===== config.mk =====
export PLATFORM = sky130hd
export DESIGN_NAME = fifo_wm_dreq
export DESIGN_NICKNAME = d
export VERILOG_FILES = /design/src/rtl/fifo_wm_dreq_pkg.sv /design/src/rtl/fifo_wm_dreq_store.sv /design/src/rtl/fifo_wm_dreq_gate.sv /design/src/rtl/fifo_wm_dreq_flags.sv /design/src/rtl/fifo_wm_dreq.sv
export SDC_FILE = /design/constraint.sdc
export NUM_CORES = 1
export LEC_CHECK = 0
export BUFFER_PORTS_ARGS = -buffer_cell sky130_fd_sc_hd__buf_2
export CORE_MARGIN = 1.5
export CORE_UTILIZATION = 56
export CTS_BUF_LIST = sky130_fd_sc_hd__clkbuf_2
export CTS_CLUSTER_SIZE = 12
export DETAILED_ROUTE_END_ITERATION = 7
export PLACE_DENSITY = 0.82
export SLEW_MARGIN = 10
export SYNTH_ARGS = -nofsm -noshare
export SYNTH_HDL_FRONTEND = slang
export SYNTH_SLANG_ARGS = --single-unit

===== constraint.sdc =====
create_clock -name clk -period 3.7 [get_ports clk]
set_clock_uncertainty 0.05 [all_clocks]
set_input_delay 0.37 -clock clk [delete_from_list [all_inputs] [get_ports clk]]
set_output_delay 0.37 -clock clk [all_outputs]
set_load 0.01 [all_outputs]

===== src/rtl/fifo_wm_dreq_pkg.sv =====
// Package for the watermark data-request block.
// Holds the per-cycle access decision record shared by the gate and the top.
package fifo_wm_dreq_pkg;

    // Outcome of the host and engine requests in one cycle.
    typedef struct packed {
        logic wr_en;     // a byte enters the queue
        logic rd_en;     // the oldest byte leaves the queue
        logic bad_use;   // access in the wrong state
        logic ovr;       // push to full or pop from empty, not paced
    } access_t;

endpackage


===== src/rtl/fifo_wm_dreq_store.sv =====
// Circular byte store with an occupancy counter.
// Assumes the caller never asserts wr_en when full or rd_en when empty;
// a simultaneous write and read leaves the count unchanged.
module fifo_wm_dreq_store #(
    parameter int DEPTH = 8,
    parameter int DW    = 8,
    parameter int CW    = 8
) (
    input  logic          clk,
    input  logic          rst_n,
    input  logic          wr_en,
    input  logic [DW-1:0] wr_data,
    input  logic          rd_en,
    output logic [DW-1:0] head,
    output logic [CW-1:0] count,
    output logic          full,
    output logic          empty
);
    localparam int PW = (DEPTH > 1) ? $clog2(DEPTH) : 1;
    localparam logic [PW-1:0] LAST = PW'(DEPTH - 1);
    localparam logic [CW-1:0] DEPTH_C = CW'(DEPTH);

    logic [DW-1:0] mem [DEPTH];
    logic [PW-1:0] wr_ptr, rd_ptr;
    logic [CW-1:0] cnt_q;

    // Storage write port; contents need no reset.
    always_ff @(posedge clk) begin
        if (wr_en) mem[wr_ptr] <= wr_data;
    end

    // Pointer and occupancy bookkeeping.
    always_ff @(posedge clk) begin
        if (!rst_n) begin
            wr_ptr <= '0;
            rd_ptr <= '0;
            cnt_q  <= '0;
        end else begin
            if (wr_en) wr_ptr <= (wr_ptr == LAST) ? '0 : wr_ptr + 1'b1;
            if (rd_en) rd_ptr <= (rd_ptr == LAST) ? '0 : rd_ptr + 1'b1;
            case ({wr_en, rd_en})
                2'b10:   cnt_q <= cnt_q + 1'b1;
                2'b01:   cnt_q <= cnt_q - 1'b1;
                default: cnt_q <= cnt_q;
            endcase
        end
    end

    // Status and head-of-queue view.
    always_comb begin
        head  = mem[rd_ptr];
        count = cnt_q;
        full  = (cnt_q == DEPTH_C);
        empty = (cnt_q == '0);
    end
endmodule


===== src/rtl/fifo_wm_dreq_gate.sv =====
// Access arbiter: decides, from direction, activity and fill state,
// which host and engine requests are honoured and which are errors.
// Assumes only one direction is served at a time, so host and engine
// never both write, and never both read, in one cycle.
module fifo_wm_dreq_gate
    import fifo_wm_dreq_pkg::*;
(
    input  logic    host_push,
    input  logic    host_pop,
    input  logic    eng_take,
    input  logic    eng_give,
    input  logic    active,
    input  logic    rd_dir,
    input  logic    full,
    input  logic    empty,
    input  logic    pace,
    output logic    tx_valid,
    output logic    rx_ready,
    output access_t acc
);
    logic push_bad, pop_bad, push_ok, pop_ok;

    // Classify each request and merge into one decision.
    always_comb begin
        push_bad = host_push && (!active || rd_dir);
        pop_bad  = host_pop  && (!active || !rd_dir);
        push_ok  = host_push && !push_bad && !full;
        pop_ok   = host_pop  && !pop_bad  && !empty;
        tx_valid = active && !rd_dir && !empty;
        rx_ready = active && rd_dir && !full;

        acc.wr_en   = push_ok || (rx_ready && eng_give);
        acc.rd_en   = pop_ok  || (tx_valid && eng_take);
        acc.bad_use = push_bad || pop_bad;
        acc.ovr     = !pace && ((host_push && !push_bad && full) ||
                                (host_pop  && !pop_bad  && empty));
    end
endmodule


===== src/rtl/fifo_wm_dreq_flags.sv =====
// Watermark and data-request evaluator. Flags are registered from the
// registered count and the current residuals, so they trail a count
// change by one clock. Assumes residual width exceeds count width.
module fifo_wm_dreq_flags #(
    parameter int DEPTH = 8,
    parameter int CW    = 8,
    parameter int WMW   = 4,
    parameter int RW    = 16
) (
    input  logic           clk,
    input  logic           rst_n,
    input  logic [CW-1:0]  count,
    input  logic           active,
    input  logic           rd_dir,
    input  logic [WMW-1:0] wm_high,
    input  logic [WMW-1:0] wm_low,
    input  logic [RW-1:0]  front_left,
    input  logic [RW-1:0]  back_left,
    output logic           high_water,
    output logic           low_water,
    output logic           data_req
);
    localparam logic [CW-1:0] DEPTH_C = CW'(DEPTH);

    logic          hi_n, lo_n, dreq_n;
    logic [CW-1:0] free_c;
    logic [RW-1:0] free_w;

    // Next-state flag terms for the current direction.
    always_comb begin
        free_c = DEPTH_C - count;
        free_w = {{(RW-CW){1'b0}}, free_c};
        hi_n   = count >= {{(CW-WMW){1'b0}}, wm_high};
        lo_n   = count <= {{(CW-WMW){1'b0}}, wm_low};
        if (rd_dir)
            dreq_n = (hi_n && count != '0) || (front_left == '0);
        else
            dreq_n = (back_left != '0) && ((free_w >= back_left) || lo_n);
        if (front_left == '0 && back_left == '0)
            dreq_n = 1'b0;
    end

    // Register the flags; only the active direction's flag moves.
    always_ff @(posedge clk) begin
        if (!rst_n) begin
            high_water <= 1'b0;
            low_water  <= 1'b0;
            data_req   <= 1'b0;
        end else if (!active) begin
            data_req <= 1'b0;
        end else begin
            if (rd_dir) high_water <= hi_n;
            else        low_water  <= lo_n;
            data_req <= dreq_n;
        end
    end
endmodule


===== src/rtl/fifo_wm_dreq.sv =====
// Top of the watermark data-request block: byte queue, access gate,
// flag evaluator and registered one-cycle error pulses.
// Assumes the transfer controller owns the residual counts and direction.
module fifo_wm_dreq
    import fifo_wm_dreq_pkg::*;
#(
    parameter int DEPTH = 8,
    parameter int DW    = 8,
    parameter int CW    = 8,
    parameter int WMW   = 4,
    parameter int RW    = 16
) (
    input  logic           clk,
    input  logic           rst_n,
    input  logic           xfer_active,
    input  logic           xfer_rd,
    input  logic           pace_allow,
    input  logic [WMW-1:0] wm_high,
    input  logic [WMW-1:0] wm_low,
    input  logic [RW-1:0]  front_left,
    input  logic [RW-1:0]  back_left,
    input  logic           host_push,
    input  logic [DW-1:0]  host_wdata,
    input  logic           host_pop,
    output logic [DW-1:0]  host_rdata,
    output logic           eng_tx_valid,
    output logic [DW-1:0]  eng_tx_data,
    input  logic           eng_take,
    output logic           eng_rx_ready,
    input  logic [DW-1:0]  eng_rx_data,
    input  logic           eng_give,
    output logic [CW-1:0]  fill_count,
    output logic           high_water,
    output logic           low_water,
    output logic           data_req,
    output logic           err_overrun,
    output logic           err_invalid
);
    access_t       acc;
    logic          q_full, q_empty;
    logic [DW-1:0] q_head, wr_byte;

    // Write source follows the direction: engine when receiving.
    always_comb wr_byte = xfer_rd ? eng_rx_data : host_wdata;

    fifo_wm_dreq_gate u_gate (
        .host_push (host_push),
        .host_pop  (host_pop),
        .eng_take  (eng_take),
        .eng_give  (eng_give),
        .active    (xfer_active),
        .rd_dir    (xfer_rd),
        .full      (q_full),
        .empty     (q_empty),
        .pace      (pace_allow),
        .tx_valid  (eng_tx_valid),
        .rx_ready  (eng_rx_ready),
        .acc       (acc)
    );

    fifo_wm_dreq_store #(.DEPTH(DEPTH), .DW(DW), .CW(CW)) u_store (
        .clk     (clk),
        .rst_n   (rst_n),
        .wr_en   (acc.wr_en),
        .wr_data (wr_byte),
        .rd_en   (acc.rd_en),
        .head    (q_head),
        .count   (fill_count),
        .full    (q_full),
        .empty   (q_empty)
    );

    fifo_wm_dreq_flags #(.DEPTH(DEPTH), .CW(CW), .WMW(WMW), .RW(RW)) u_flags (
        .clk        (clk),
        .rst_n      (rst_n),
        .count      (fill_count),
        .active     (xfer_active),
        .rd_dir     (xfer_rd),
        .wm_high    (wm_high),
        .wm_low     (wm_low),
        .front_left (front_left),
        .back_left  (back_left),
        .high_water (high_water),
        .low_water  (low_water),
        .data_req   (data_req)
    );

    // Head byte is visible to whichever side consumes it.
    always_comb begin
        host_rdata  = q_head;
        eng_tx_data = q_head;
    end

    // One-cycle error pulses; misuse outranks full/empty.
    always_ff @(posedge clk) begin
        if (!rst_n) begin
            err_invalid <= 1'b0;
            err_overrun <= 1'b0;
        end else begin
            err_invalid <= acc.bad_use;
            err_overrun <= acc.ovr && !acc.bad_use;
        end
    end
endmodule


==> flow_metrics.py <==
metrics = {
    "worst_setup_path": {
        "worstPathRequired_ns": 4.11,
        "crit_path_end_kind": "register",
        "path_max_fanout": 7,
        "arrival_ns": 3.78,
        "critPathKind": "register to register",
        "critPathLaunchType": "register",
    },
    "power": {
        "irDropWorstVdd_mv": 0.300,
        "p_sw_w": 0.000647,
        "seqPwrFrac_pct": 53.4,
        "clockPowerShare_pct": 19.7,
        "leakagePower_nw": 2.09,
        "power.density_nw_per_um2": 411,
        "p_int_w": 0.00142,
        "swShare_pct": 31.2,
        "pwr-share-comb_pct": 26.8,
    },
    "min_path": {
        "hold_path.class": "input pin to register",
    },
    "placed_design": {
        "gp_congestion": 0.863,
        "place_inst": 519,
        "dpl.hpwl_mm": 6.67,
        "io_buffers": 95,
    },
    "clock_network": {
        "tritoncts": "done",
        "numCtsBuffers": 9,
        "clkLatencyLatePin_ns": 0.52,
        "cts-root-buf": "clkbuf_2",
        "holdBufCountCts": 1,
        "postCtsSetupBuffers": 0,
        "cts.clk_slew.worst_paths_ns": 0.23,
        "clock_path_buffers": 2,
        "cts_max_level": 3,
        "cts_resized": 0,
        "clkSinkCount": 86,
    },
    "global_routing": {
        "grtUsageTotal_pct": 23.4,
        "gr-total-overflow": 0,
        "antenna_found_initial": 0,
        "grt_pass1_wl_mm": 14.7,
        "grt_pass1_vias": 2925,
        "grt_max_degree": 18,
    },
    "detailed_routing": {
        "firstDrtPassIters": 4,
        "viasPerCell": 5.49,
        "wl_per_cell_um": 16.9,
        "first_iter_violations": 192,
        "vias": 2946,
        "postRouteAntennaNets": 0,
        "wirelength_mm": 9.07,
        "drc_errors": 0,
    },
    "layout": {
        "layout_common_cells": "buf_2, edfxtp_1, ha_1",
        "area_growth_pct": 15.0,
        "final_common_cell": "buf_2",
        "nets": 524,
        "fillers": 560,
        "diodes": 0,
        "drive_gt1_share_pct": 36.6,
        "final_cells": 537,
    },
    "run_status": {
        "outcome": "finished, final reports clean",
    },
    "floorplan": {
        "ios": 96,
        "start_util_pct": 57.3,
        "core_area_um2": 7650,
        "die_y_um": 91.5,
        "dieArea_um2": 8370,
        "num_rows": 32,
        "fp.dieW_um": 91.5,
    },
    "timing": {
        "report.final.slew_viol_count": 0,
        "fmax_mhz": 297,
        "slew_headroom_pct": 42.8,
        "period_needed_ns": 3.36,
        "rsz0062_at_grt": "no",
        "tightest_slew_ns": 0.854,
        "tns_ns": 0,
        "hold_violations": 0,
        "setup_viol": 0,
        "finalCritPeriodShare_pct": 90.9,
    },
    "synthesis": {
        "ys_warn_count": 0,
        "synth_area_um2": 4380,
        "seq_area_frac_synth_pct": 53.9,
        "ys_seq_elements": 86,
        "syn_inst": 335,
        "synth_cell_type_count": 47,
        "synth_nets": 429,
        "syn_avg_cell_area_um2": 13.1,
    },
    "job": {
        "drv_cap": 0,
    },
}
-- sequential cells by signal, summed over array words and instances (netlist names), named ones only --
register,flops
u_flags.low_water,1
u_store.wr_ptr,3
u_store.count,8
err_invalid,1
u_flags.high_water,1
u_flags.data_req,1
u_store.rd_ptr,3
u_store.mem,64
err_overrun,1
-- cells in the mapped netlist (all sizes together) --
cell type / instances / area, µm²
a21o: 2 / 15.0
a21oi: 15 / 78.8
a311oi: 1 / 8.76
a31oi: 2 / 12.5
a41oi: 1 / 8.76
and2: 3 / 18.8
and3: 3 / 18.8
buf: 14 / 86.3
clkbuf: 6 / 22.5
dfxtp: 22 / 440
edfxtp: 64 / 1920
fa: 1 / 20.0
ha: 28 / 350
inv: 22 / 82.6
mux2: 18 / 203
mux2i: 6 / 60.1
mux4: 16 / 360
nand2: 13 / 48.8
nand2b: 9 / 56.3
nand3: 4 / 20.0
nand4: 3 / 18.8
nand4b: 1 / 8.76
nor2: 25 / 93.8
nor2b: 6 / 37.5
nor3: 4 / 20.0
nor3b: 1 / 7.51
nor4: 12 / 90.1
nor4b: 1 / 8.76
nor4bb: 2 / 20.0
o211a: 1 / 10.0
o211ai: 2 / 20.0
o21ai: 7 / 35.0
o221ai: 1 / 15.0
o31a: 2 / 18.8
o31ai: 2 / 15.0
o41a: 1 / 11.3
o41ai: 1 / 16.3
or2: 1 / 6.26
or3: 3 / 18.8
xnor2: 5 / 43.8
xor2: 4 / 35.0
-- logic make-up (layout without fill, tap and decap cells) --
logic type	after synthesis	in the layout	share of synthesized area, %
and+or+nand+nor	91	91	11.2
muxes	40	40	14.2
adders and majority gates	29	29	8.45
AOI/OAI and AO/OA	38	38	6.05
DFF	86	86	53.9
xor gates and xnor gates	9	9	1.80
buffers and inverters	42	142	4.37
-- critical path, cell delays in order (launching register included) --
cell and delay [ns]:
dfxtp_1 0.42, inv_1 0.21, ha_1 0.24, nand2b_1 0.09, nand2b_1 0.19, o211ai_2 0.29
inv_1 0.08, ha_1 0.29, ha_1 0.32, a21oi_2 0.19, o221ai_2 0.14, o41ai_2 0.25
xnor2_1 0.11, or3_1 0.31, a21oi_1 0.14
-- power groups by stage --
stage | Combinational, W | Sequential, W | Clock, W
after global routing | 0.000621 | 0.00111 | 0.000459
final | 0.000556 | 0.00111 | 0.000409
after detailed placement | 0.000552 | 0.00113 | 0
after CTS | 0.000558 | 0.00111 | 0.000420
after floorplan | 0.000400 | 0.00113 | 0
after global placement | 0.000537 | 0.00113 | 0
-- path summary, 6_finish.rpt --
check	from	endpoint	slack, ns	cells past startpoint
min	rst_n	err_invalid	0.1	3
max reg2reg	u_store.count[0]	u_store.count[7]	0.34	14
max	u_store.count[0]	u_store.count[7]	0.34	14
min reg2reg	u_store.rd_ptr[0]	register	0.47	2
-- metrics by stage --
stage          setup WS, ns  utilization (%)  hold WS, ns  total power [W]  cell area, µm²
2_1_floorplan         0.574                -        0.399          0.00153            4380
3_3_place_gp          0.488             64.5        0.442          0.00166            4930
3_5_place_dp          0.347             64.5        0.452          0.00168            4930
4_1_cts               0.308             65.8     0.000850          0.00208            5030
5_1_grt              0.0760             66.0       0.0396          0.00219            5040
6_report              0.336             66.0       0.0971          0.00207            5040
-- layer usage --
metal  global-route usage, %  vias up  routed length [µm]
met5                       0        -                   0
met3                    5.70        8                 486
met2                    40.0       96                4810
li1                        -     1443                   -
met1                    28.9     1399                3690
met4                    8.20        0                  87
-- layout make-up --
type / instances / area [µm²] / share of cell area [%]
Clock buffer: 9 / 45.0 / 0.893
Clock inverter: 7 / 47.5 / 0.943
Inverter: 22 / 82.6 / 1.64
Multi-Input combinational cell: 207 / 1830 / 36.3
Sequential cell: 86 / 2360 / 46.8
Tap cell: 102 / 128 / 2.53
Timing Repair Buffer: 104 / 548 / 10.9
Power figures use the tool's default switching activity.
